File: config.mk
export PLATFORM = sky130hd
export DESIGN_NAME = vline_event_gen
export DESIGN_NICKNAME = d
export VERILOG_FILES = /design/src/rtl/vevt_pkg.sv /design/src/rtl/vevt_regbank.sv /design/src/rtl/vevt_line_cnt.sv /design/src/rtl/vevt_channel.sv /design/src/rtl/vline_event_gen.sv
export SDC_FILE = /design/constraint.sdc
export NUM_CORES = 1
export LEC_CHECK = 0
export ABC_AREA = 0
export BUFFER_PORTS_ARGS = -buffer_cell sky130_fd_sc_hd__buf_2
export CORE_MARGIN = 10
export CORE_UTILIZATION = 50
export DETAILED_ROUTE_END_ITERATION = 7
export PLACE_DENSITY = 0.69
export SYNTH_ARGS = -nofsm -noshare
export SYNTH_HDL_FRONTEND = slang
export SYNTH_HIERARCHICAL = 1
export SYNTH_SLANG_ARGS = --single-unit
File: constraint.sdc
create_clock -name clk -period 4.4 [get_ports clk]
set_input_delay 0.88 -clock clk [delete_from_list [all_inputs] [get_ports clk]]
set_output_delay 0.88 -clock clk [all_outputs]
set_load 0.005 [all_outputs]
File: src/rtl/vevt_pkg.sv
package vevt_pkg;
    localparam int VE_DATA_W = 10;
    localparam int VE_ADDR_W = 3;
    localparam int VE_PRIO_W = 2;
    localparam int VE_NREG   = 5;

    // register indices; the channel wiring depends on these
    localparam int REG_PRIO = 0;
    localparam int REG_FLY  = 1;
    localparam int REG_MAP  = 2;
    localparam int REG_LBL  = 3;
    localparam int REG_RBL  = 4;

    typedef enum logic [1:0] {
        CH_WAIT  = 2'd0,
        CH_ARMED = 2'd1,
        CH_FIRED = 2'd2
    } ch_state_e;
endpackage

File: src/rtl/vevt_regbank.sv
module vevt_regbank #(
    parameter int DATA_W = 10,
    parameter int ADDR_W = 3,
    parameter int PRIO_W = 2,
    parameter int NREG   = 5
) (
    input  logic              clk,
    input  logic              rst_n,
    input  logic              wr_en,
    input  logic [ADDR_W-1:0] wr_addr,
    input  logic [DATA_W-1:0] wr_data,
    input  logic [ADDR_W-1:0] rd_addr,
    input  logic              apply,
    output logic [DATA_W-1:0] rd_data,
    output logic [PRIO_W-1:0] act_prio,
    output logic [DATA_W-1:0] act_fly,
    output logic [DATA_W-1:0] act_map,
    output logic [DATA_W-1:0] act_lbl,
    output logic [DATA_W-1:0] act_rbl
);
    import vevt_pkg::*;

    localparam logic [DATA_W-1:0] PRIO_MASK = DATA_W'((1 << PRIO_W) - 1);

    logic [DATA_W-1:0] stg [NREG];
    logic [DATA_W-1:0] act [NREG];

    for (genvar i = 0; i < NREG; i++) begin : g_reg
        localparam logic [DATA_W-1:0] MASK = (i == REG_PRIO) ? PRIO_MASK : '1;

        always_ff @(posedge clk) begin
            if (!rst_n) begin
                stg[i] <= '0;
            end else if (wr_en && (wr_addr == ADDR_W'(i))) begin
                stg[i] <= wr_data & MASK;
            end
        end

        always_ff @(posedge clk) begin
            if (!rst_n) begin
                act[i] <= '0;
            end else if (apply) begin
                act[i] <= stg[i];
            end
        end
    end

    always_comb begin
        rd_data = '0;
        for (int i = 0; i < NREG; i++) begin
            if (rd_addr == ADDR_W'(i)) begin
                rd_data = stg[i];
            end
        end
    end

    assign act_prio = act[REG_PRIO][PRIO_W-1:0];
    assign act_fly  = act[REG_FLY];
    assign act_map  = act[REG_MAP];
    assign act_lbl  = act[REG_LBL];
    assign act_rbl  = act[REG_RBL];

    // active copies only move on an apply cycle
    p_active_hold_r7: assert property (@(posedge clk) disable iff (!rst_n)
        !apply |=> ($stable(act_lbl) && $stable(act_rbl) && $stable(act_fly) && $stable(act_map)));
endmodule

File: src/rtl/vevt_line_cnt.sv
module vevt_line_cnt #(
    parameter int CNT_W = 10
) (
    input  logic             clk,
    input  logic             rst_n,
    input  logic             vsync_i,
    input  logic             line_i,
    output logic             vs_rise_o,
    output logic [CNT_W-1:0] cnt_o
);
    logic vs_q;

    always_ff @(posedge clk) begin
        if (!rst_n) begin
            vs_q <= 1'b0;
        end else begin
            vs_q <= vsync_i;
        end
    end

    assign vs_rise_o = vsync_i & ~vs_q;

    always_ff @(posedge clk) begin
        if (!rst_n) begin
            cnt_o <= '0;
        end else if (vs_rise_o) begin
            cnt_o <= '0;
        end else if (line_i && (cnt_o != '1)) begin
            cnt_o <= cnt_o + 1'b1;
        end
    end

    // count restarts on every sync edge, line pulse ignored there
    p_cnt_restart_r3: assert property (@(posedge clk) disable iff (!rst_n)
        vs_rise_o |=> (cnt_o == '0));
    p_cnt_step_r8: assert property (@(posedge clk) disable iff (!rst_n)
        (!vs_rise_o && !line_i) |=> $stable(cnt_o));
endmodule

File: src/rtl/vevt_channel.sv
module vevt_channel #(
    parameter int CNT_W = 10
) (
    input  logic             clk,
    input  logic             rst_n,
    input  logic             vs_rise_i,
    input  logic             line_i,
    input  logic [CNT_W-1:0] cnt_i,
    input  logic [CNT_W-1:0] dly_i,
    output logic             stb_o,
    output logic             fired_o
);
    import vevt_pkg::*;

    ch_state_e state_q, state_d;
    logic      fire;

    // state register
    always_ff @(posedge clk) begin
        if (!rst_n) begin
            state_q <= CH_WAIT;
        end else begin
            state_q <= state_d;
        end
    end

    // next state and fire decision
    always_comb begin
        state_d = state_q;
        fire    = 1'b0;
        unique case (state_q)
            CH_WAIT: begin
                if (vs_rise_i) state_d = CH_ARMED;
            end
            CH_ARMED: begin
                if (vs_rise_i) begin
                    state_d = CH_ARMED;
                end else if (line_i && (cnt_i == dly_i)) begin
                    fire    = 1'b1;
                    state_d = CH_FIRED;
                end
            end
            CH_FIRED: begin
                if (vs_rise_i) state_d = CH_ARMED;
            end
            default: state_d = CH_WAIT;
        endcase
    end

    // registered outputs
    always_ff @(posedge clk) begin
        if (!rst_n) begin
            stb_o <= 1'b0;
        end else begin
            stb_o <= fire;
        end
    end

    assign fired_o = (state_q == CH_FIRED);

    // single-clock strobe
    p_stb_single_r3: assert property (@(posedge clk) disable iff (!rst_n)
        stb_o |=> !stb_o);
    // strobe only follows a line pulse
    p_stb_after_line_r3: assert property (@(posedge clk) disable iff (!rst_n)
        stb_o |-> $past(line_i));
    // no second strobe while fired and no sync edge
    p_once_per_field_r6: assert property (@(posedge clk) disable iff (!rst_n)
        (fired_o && !vs_rise_i) |=> !stb_o);
endmodule

File: src/rtl/vline_event_gen.sv
module vline_event_gen #(
    parameter int DATA_W = vevt_pkg::VE_DATA_W,
    parameter int ADDR_W = vevt_pkg::VE_ADDR_W,
    parameter int PRIO_W = vevt_pkg::VE_PRIO_W
) (
    input  logic              clk,
    input  logic              rst_n,
    input  logic              vsync_in,
    input  logic              line_pls,
    input  logic              wr_en,
    input  logic [ADDR_W-1:0] wr_addr,
    input  logic [DATA_W-1:0] wr_data,
    input  logic [ADDR_W-1:0] rd_addr,
    output logic [DATA_W-1:0] rd_data,
    output logic              flyback_stb,
    output logic              map_stb,
    output logic [PRIO_W-1:0] sync_prio,
    output logic [DATA_W-1:0] lblank_pos,
    output logic [DATA_W-1:0] rblank_pos,
    output logic              irq
);
    import vevt_pkg::*;

    localparam int NCH  = 2;
    localparam int ST_W = PRIO_W + 2 * DATA_W + NCH;

    logic              vs_rise;
    logic [DATA_W-1:0] line_cnt;
    logic [DATA_W-1:0] act_fly, act_map;
    logic [DATA_W-1:0] dly_arr [NCH];
    logic [NCH-1:0]    stb_v, fired_v;
    logic [ST_W-1:0]   status, status_prev;

    vevt_regbank #(
        .DATA_W(DATA_W), .ADDR_W(ADDR_W), .PRIO_W(PRIO_W), .NREG(VE_NREG)
    ) u_regs (
        .clk(clk), .rst_n(rst_n),
        .wr_en(wr_en), .wr_addr(wr_addr), .wr_data(wr_data),
        .rd_addr(rd_addr), .apply(vs_rise), .rd_data(rd_data),
        .act_prio(sync_prio), .act_fly(act_fly), .act_map(act_map),
        .act_lbl(lblank_pos), .act_rbl(rblank_pos)
    );

    vevt_line_cnt #(.CNT_W(DATA_W)) u_cnt (
        .clk(clk), .rst_n(rst_n), .vsync_i(vsync_in), .line_i(line_pls),
        .vs_rise_o(vs_rise), .cnt_o(line_cnt)
    );

    assign dly_arr[0] = act_fly;
    assign dly_arr[1] = act_map;

    for (genvar c = 0; c < NCH; c++) begin : g_ch
        vevt_channel #(.CNT_W(DATA_W)) u_ch (
            .clk(clk), .rst_n(rst_n), .vs_rise_i(vs_rise), .line_i(line_pls),
            .cnt_i(line_cnt), .dly_i(dly_arr[c]),
            .stb_o(stb_v[c]), .fired_o(fired_v[c])
        );
    end

    assign flyback_stb = stb_v[0];
    assign map_stb     = stb_v[1];

    assign status = {sync_prio, lblank_pos, rblank_pos, fired_v};

    always_ff @(posedge clk) begin
        if (!rst_n) begin
            status_prev <= '0;
        end else begin
            status_prev <= status;
        end
    end

    assign irq = (status != status_prev);

    // an output value change always comes with the interrupt
    p_irq_on_blank_r9: assert property (@(posedge clk) disable iff (!rst_n)
        (!$stable(lblank_pos) || !$stable(rblank_pos) || !$stable(sync_prio)) |-> irq);
    p_irq_on_strobe_r9: assert property (@(posedge clk) disable iff (!rst_n)
        (flyback_stb || map_stb) |-> irq);
    // blanking outputs move only right after a sync edge
    p_blank_hold_r7: assert property (@(posedge clk) disable iff (!rst_n)
        !vs_rise |=> ($stable(lblank_pos) && $stable(rblank_pos)));
endmodule

# Word level (Yosys, flattened, before mapping)
# Memories as Yosys holds them, arrays and structs flattened.
# Index checks and enable logic that the tools add are counted.
# classes
n_addsub,1
n_mul,0
order_cmp,0
bitwise,15
eq_ne,20
n_div,0
n_mux,43
shifts,0
reduce_logical,19
# ops
operator,count
two-way mux 10 bit,15
!= test 24 bit,1
two-way mux 1 bit,21
== test 10 bit,2
"== test 3 x 2 -> 1 bit, second input constant",4
"adder 10 x 1 -> 10 bit, second input constant",1
two-way mux 2 bit,5
"!= test 10 bit, second input constant",1
bitwise OR 1 bit,10
logical AND 1 bit,8
case mux 2 bit (2 select lines),2
"== test 3 x 1 -> 1 bit, second input constant",2
"== test 3 bit, second input constant",2
logical NOT 3 bit,2
OR reduction 2 bit,3
OR reduction 3 bit,2
"== test 2 x 1 -> 1 bit, second input constant",2
"== test 2 bit, second input constant",2
logical NOT 2 bit,2
"!= test 2 x 1 -> 1 bit, second input constant",2
inverter 1 bit,4
AND reduction 2 bit,2
"!= test 3 x 1 -> 1 bit, second input constant",1
"!= test 3 x 2 -> 1 bit, second input constant",1
AND 1 bit,1
# totals
ram_bits,100
n_memories,2
output_inout_bits,35
latch_bits,0
regBits,41
romBits,0
# mem_list
memory,depth,width,rd,rd_ports_with_merged_regs,wr,line_no,rtl
u_regs.act,5,10,5,0,5,vevt_regbank.sv:26,logic [DATA_W-1:0] act [NREG];
u_regs.stg,5,10,5,0,5,vevt_regbank.sv:25,logic [DATA_W-1:0] stg [NREG];

# Longest topological paths before layout
# Gate-level depths: netlist of the first run.
# depth
depth_word,6
ltp_mapped,7
ltp_nobuf,7

# Modules after synthesis
# Netlist of the first run, hierarchy kept.
# modules_own_cells
mod,instances,area_per_inst_um2,seq_area_each_um2,cells_per_inst
vevt_regbank,1,3530.9,2522.4,236
vline_event_gen,1,898.4,480.5,82
vevt_line_cnt,1,568.0,220.2,61
vevt_channel,2,235.2,60.1,27

# Least setup slack after synthesis of the first run
# OpenSTA, ideal clock, no wires.
# synth_path
path_type,in2reg
startpoint,input vsync_in
endpoint,"memory u_regs.act[0][0], enable pin"
required_time_ns,3.994
arrival_time_ns,2.383
stages,2
slack_ns,1.611
path_cell_list,nor2b_1 nand2b_1
# synth_rtl
element,line_no,rtl
start: declaration,vline_event_gen.sv:8,"input logic vsync_in,"
end: declaration,vevt_regbank.sv:26,

# Worst setup path after layout of the first run
# layout_path
startpoint,input rd_addr[0]
endpoint,output rd_data[9]
# layout_via
elab_chain_len,6
elab_cells_between_ends,10
cone_classes,eq/ne (4); mux (5); reduce/logical (1)
# layout_lines
element,line_no,rtl
start: declaration,vline_event_gen.sv:13,"input logic [ADDR_W-1:0] rd_addr,"
logical NOT 3 bit,vevt_regbank.sv:51,if (rd_addr == ADDR_W'(i)) begin
two-way mux 10 bit (4 in a row),vevt_regbank.sv:51,
two-way mux 10 bit *,vevt_regbank.sv:51,
end: declaration,vline_event_gen.sv:14,"output logic [DATA_W-1:0] rd_data,"
# Mark *: on every way between the ends. The rest lies on a longest branch, timed or not.

==> flow_summary.json, run 1 <==
{
  "status": "finished clean",
  "clk_pin_slew_ns": 0.05,
  "synthArstFlopShare_pct": 0,
  "vdd_drop_max_uv": 251,
  "final_max_slew_viol_count": 0,
  "drive_gt1_share_pct": 20.9,
  "p_sw_uw": 620,
  "final_nets": 516,
  "synth_fp_nets": 455,
  "setup_violations": 0,
  "p_leak_nw": 2.68,
  "p_comb_share_pct": 7.0,
  "fin_crit_sh_pct": 71.4,
  "crit_path_frequent_cell": "buf_2",
  "drc": 0,
  "synth-edff-count": 84,
  "antenna_found_initial": 1,
  "start_util_pct": 50.7,
  "die_h_um": 125,
  "portBuffers": 55,
  "switching_share_pct": 21.5,
  "ant_nets": 0,
  "tightest_slew_ns": 0.992,
  "syn_to_final_growth_pct": 17.9,
  "fin_skew_ns": 0.00682,
  "cts.sinks": 125,
  "wirelength_mm": 11.7,
  "path_cells": "buf_2 -> nor2b_1 -> a22oi_1 -> o22ai_1 -> buf_2",
  "core_area_sq_um": 10800,
  "drtPass1Iterations": 4,
  "synth_ff_type": "edfxtp_1",
  "rsz0062_at_grt": "no",
  "grt_overflow": 0,
  "routabilityCongestion": 0.889,
  "critical_path_class": "in2out",
  "clockRootBuffer": "clkbuf_8",
  "relSlewSlack_pct": 33.9,
  "cts_htree_levels": 4,
  "grtUsageTotal_pct": 15.4,
  "hold_viol_final": 0,
  "vias_per_cell": 5.37,
  "crit_path_max_fanout": 16,
  "cp.arrival_ns": 2.26,
  "p_clk_share_pct": 45.2,
  "ys_ff_latch": 125,
  "synth-seq-area-share_pct": 61.1,
  "crit_required_ns": 3.52,
  "fp.dieW_um": 125,
  "total_power_mw": 2.89,
  "startpoint_type": "primary input",
  "ys.warnings.count": 6,
  "rows": 38,
  "instances_no_fill": 646,
  "cts_setup_buffers": 0,
  "crit_path_end_kind": "output pin",
  "seq_power_share_pct": 47.8,
  "vias": 3468,
  "grt_pass1_wl_mm": 19.1,
  "cts_made_buffers": 17,
  "wl_per_cell_um": 18.2,
  "reg2reg_depth": 3,
  "finalSetupTns_ns": 0,
  "syn_inst": 433,
  "internal_power_mw": 2.27,
  "slowest_stage": "nor2b_1",
  "initialDrtViolationCount": 199,
  "final_core_util_pct": 59.7,
  "grt_max_degree": 73,
  "grt_pass1_vias": 3565,
  "layout_common_cells": "edfxtp_1, and2_1, buf_2",
  "maxCapViolCount": 0,
  "dp.cells": 615,
  "place_area_sq_um": 5880,
  "finish.instance_area_sq_um": 6450,
  "cellPowerDensity_nw_per_um2": 448,
  "clk_latency_ns": 0.51,
  "final_common_cell": "edfxtp_1",
  "cts_buffer_depth": 2,
  "clock.fmax_ghz": 0.318,
  "slowest_delay_ns": 0.55,
  "cts_hold_buf": 0,
  "post_cts_resized": 0,
  "syn_avg_cell_area_sq_um": 12.6,
  "hpwl_mm": 8.44,
  "holdCritPathClass": "reg2reg",
  "antennaDiodeCount": 0,
  "cts_tree": "yes",
  "ioPinCount": 56,
  "syn_area_sq_um": 5470,
  "min_path_cells": 2,
  "dieArea_sq_um": 15500,
  "min_period_ns": 3.14,
  "synth_cell_types": 46
}
-- cell usage after synthesis (7+ instances only) --
library cell | number | area (sq um)
mux2i_1 | 15 | 150
xnor2_1 | 26 | 228
o22ai_1 | 8 | 50.1
nor2_1 | 14 | 52.6
nand4_1 | 8 | 50.1
and2_1 | 67 | 419
a22oi_1 | 8 | 60.1
clkbuf_1 | 11 | 41.3
edfxtp_1 | 84 | 2520
inv_1 | 7 | 26.3
nand2b_1 | 8 | 50.1
dfxtp_1 | 41 | 821
and3_1 | 42 | 263
xor2_1 | 22 | 193
nand2_1 | 7 | 26.3
-- flip-flops by register name, indices dropped and copies added (netlist names) --
signal / count
u_regs/act: 42
u_regs/stg: 42
status_prev: 24
u_cnt/cnt_o: 10
g_ch.u_ch/state_q: 4
g_ch.u_ch/stb_o: 2
u_cnt/vs_q: 1
-- cell families (layout without fill, tap and decap cells) --
kind of cell / Yosys count / after routing / synth area share [%]
and+or+nand+nor: 176 / 176 / 20.1
buffers and inverters: 27 / 100 / 2.20
AOI/OAI and AO/OA: 41 / 41 / 5.93
muxes: 15 / 15 / 2.75
adders and majority gates: 1 / 1 / 0.229
xor gates and xnor gates: 48 / 48 / 7.69
DFF: 125 / 125 / 61.1
-- cell type report --
type	count	area (sq um)
Inverter	8	30.0
Tap cell	140	175
Timing Repair Buffer	61	320
Sequential cell	125	3340
Clock buffer	25	515
Multi-Input combinational cell	281	2010
Fill cell	869	4340
Clock inverter	6	55.1
-- final timing paths --
path                           start                       to  slack (ns)
max                       rd_addr[0]               rd_data[9]        1.26
min          g_ch[1].u_ch/state_q[1]  g_ch[1].u_ch/state_q[1]        0.51
max reg2reg               u_cnt/vs_q         u_regs/act[1][6]        2.34
min reg2reg  g_ch[1].u_ch/state_q[1]  g_ch[1].u_ch/state_q[1]        0.51
-- worst max-delay path: cells and delay by family --
kind / cells / cell delay [ns]
AOI/OAI and AO/OA: 2 / 0.34
buffers and inverters: 2 / 0.48
and+or+nand+nor: 1 / 0.55
-- layer usage --
metal,track usage [%],wire length [um],vias to the layer above
met3,5.36,902,9
met2,23.9,5650,125
met5,0,0,-
met1,19.3,5060,1645
met4,6.17,121,0
li1,-,-,1689
-- power groups by stage --
stage / registers [mW] / clock network, mW / logic, mW
detailed placement: 1.40 / 0 / 0.203
global placement: 1.40 / 0 / 0.197
finish: 1.38 / 1.31 / 0.202
CTS: 1.38 / 1.33 / 0.204
global route: 1.39 / 1.39 / 0.224
floorplan: 1.38 / 0 / 0.127
-- stage by stage --
step | setup slack, ns | hold WS (ns)
final | 1.26 | 0.511
after global routing | 1.18 | 0.540
after CTS | 1.27 | 0.507
after detailed placement | 1.28 | 0.493
after global placement | 1.33 | 0.492
after floorplan | 1.61 | 0.472
No activity file was read; power rests on OpenSTA's default activity.
==> run 2, diff against run 1 <==
==> constraint.sdc (replaced) <==
create_clock -name clk -period 3.15 [get_ports clk]
set_input_delay 0.63 -clock clk [delete_from_list [all_inputs] [get_ports clk]]
set_output_delay 0.63 -clock clk [all_outputs]
set_load 0.005 [all_outputs]
==> flow_summary.json, run 2 (same netlist as run 1, synthesis figures left out) <==
{
  "min_path_cells": 2,
  "ant_nets": 0,
  "cts_buffer_depth": 2,
  "drtPass1Iterations": 5,
  "status": "finished clean",
  "critical_path_class": "reg2out",
  "cts_hold_buf": 0,
  "rr_endpoint": "u_regs/act[4][9]",
  "internal_power_mw": 3.14,
  "relSlewSlack_pct": 52.7,
  "maxCapViolCount": 0,
  "ioPinCount": 56,
  "r2r-start": "u_cnt/vs_q",
  "fp.dieW_um": 125,
  "rsz0062_at_grt": "no",
  "drc": 0,
  "crit_path_max_fanout": 3,
  "startpoint_type": "flop",
  "routabilityCongestion": 0.872,
  "cp.arrival_ns": 2.06,
  "hold-path-endpoint": "u_cnt/vs_q",
  "final_nets": 518,
  "cts.sinks": 125,
  "start_util_pct": 50.7,
  "reg2reg_slack_ns": 1.46,
  "drive_gt1_share_pct": 21.0,
  "hpwl_mm": 8.44,
  "dieArea_sq_um": 15500,
  "core_area_sq_um": 10800,
  "fin_skew_ns": 0.00942,
  "antennaDiodeCount": 0,
  "vias": 3480,
  "fin_crit_sh_pct": 85.2,
  "p_clk_share_pct": 45.5,
  "grt_overflow": 0,
  "holdCritPathClass": "in2reg",
  "antenna_found_initial": 0,
  "clockRootBuffer": "clkbuf_8",
  "grt_pass1_vias": 3576,
  "cellPowerDensity_nw_per_um2": 626,
  "reg2reg_depth": 3,
  "place_ws_ns": 0.689,
  "p_sw_uw": 915,
  "setup_violations": 0,
  "grtUsageTotal_pct": 15.2,
  "initialDrtViolationCount": 227,
  "clk_pin_slew_ns": 0.05,
  "tightest_slew_ns": 0.710,
  "rows": 38,
  "cts_tree": "yes",
  "wirelength_mm": 11.6,
  "grt_max_degree": 73,
  "post_cts_resized": 0,
  "grt_pass1_wl_mm": 19.0,
  "layout_common_cells": "edfxtp_1, and2_1, buf_2",
  "cts_made_buffers": 17,
  "p_comb_share_pct": 7.0,
  "clk_latency_ns": 0.53,
  "crit_required_ns": 2.52,
  "cts_htree_levels": 4,
  "vdd_drop_max_uv": 350,
  "hold_viol_final": 0,
  "vias_per_cell": 5.36,
  "switching_share_pct": 22.6,
  "crit_path_end_kind": "output pin",
  "final_max_slew_viol_count": 0,
  "syn_to_final_growth_pct": 18.3,
  "die_h_um": 125,
  "seq_power_share_pct": 47.5,
  "hold_start": "vsync_in",
  "wl_per_cell_um": 17.9,
  "min_period_ns": 2.69,
  "reg.largest.list": "u_regs/act x42, u_regs/stg x42, status_prev x24",
  "final.setup.worst_slack_ns": 0.465,
  "cts_setup_buffers": 0,
  "fillerInstances": 880,
  "portBuffers": 55,
  "clock.fmax_ghz": 0.372,
  "finalSetupTns_ns": 0,
  "p_leak_nw": 2.68,
  "final_common_cell": "edfxtp_1"
}
[run 2: cell count changes in the layout (fill, tap and decap cells not counted), moves of 2 or more]
cell | before | now
buf_4 | 6 | 8
clkinv_2 | 5 | 3
clkbuf_16 | 17 | 20
clkbuf_8 | 6 | 1
clkbuf_1 | 2 | 4
clkinv_4 | 0 | 2
[run 2: cell type report]
type | instances | area [sq um] | share of cell area (%)
Clock inverter | 7 | 46.3 | 0.716
Clock buffer | 25 | 529 | 8.18
Inverter | 8 | 30.0 | 0.464
Timing Repair Buffer | 63 | 335 | 5.18
Tap cell | 140 | 175 | 2.71
Sequential cell | 125 | 3340 | 51.7
Multi-Input combinational cell | 281 | 2010 | 31.1
[run 2: metrics by stage]
step	util (%)	std cells	hold slack, ns	total power [mW]	cell area [sq um]
final	59.9	649	0.324	4.05	6470
after global routing	59.9	649	0.317	4.19	6470
after CTS	59.9	649	0.305	4.08	6470
after detailed placement	54.6	617	0.496	2.24	5890
after global placement	54.6	617	0.492	2.24	5890
after floorplan	-	433	0.472	2.11	5470
[run 2: how the worst max path moves through the flow]
| stage | from | end | slack (ns) | depth (start not counted) |
|---|---|---|---|---|
| floorplan | vsync_in | u_regs/act[0][0] | 0.61 | 2 |
| global placement | rd_addr[2] | rd_data[4] | 0.76 | 5 |
| detailed placement | rd_addr[2] | rd_data[6] | 0.69 | 5 |
| CTS | g_ch[1].u_ch/state_q[0] | irq | 0.40 | 8 |
| global route | g_ch[0].u_ch/state_q[0] | irq | 0.26 | 8 |
| finish | g_ch[1].u_ch/state_q[0] | irq | 0.46 | 8 |
[run 2: layer usage]
metal	share of wire [%]	routed length (um)	up-vias	global-route usage, %
li1	-	-	1694	-
met1	45	5260	1663	19.5
met2	47	5450	103	23.4
met3	6.3	736	20	5.15
met4	1.6	190	0	5.62
met5	0	0	-	0
[run 2: power by group through the flow]
stage               clock network [mW]  logic (mW)  registers [mW]
floorplan                            0       0.178            1.93
global placement                     0       0.278            1.96
detailed placement                   0       0.285            1.96
CTS                               1.87       0.286            1.93
global route                      1.94       0.317            1.93
finish                            1.84       0.283            1.93
[run 2: critical path: stages, from the launching register on]
cell and delay, ns:
dfxtp_1 0.32, inv_1 0.06, nand2_1 0.08, inv_1 0.06
xnor2_1 0.17, nand4_1 0.11, nor4_1 0.47, nand3_1 0.13
buf_2 0.14
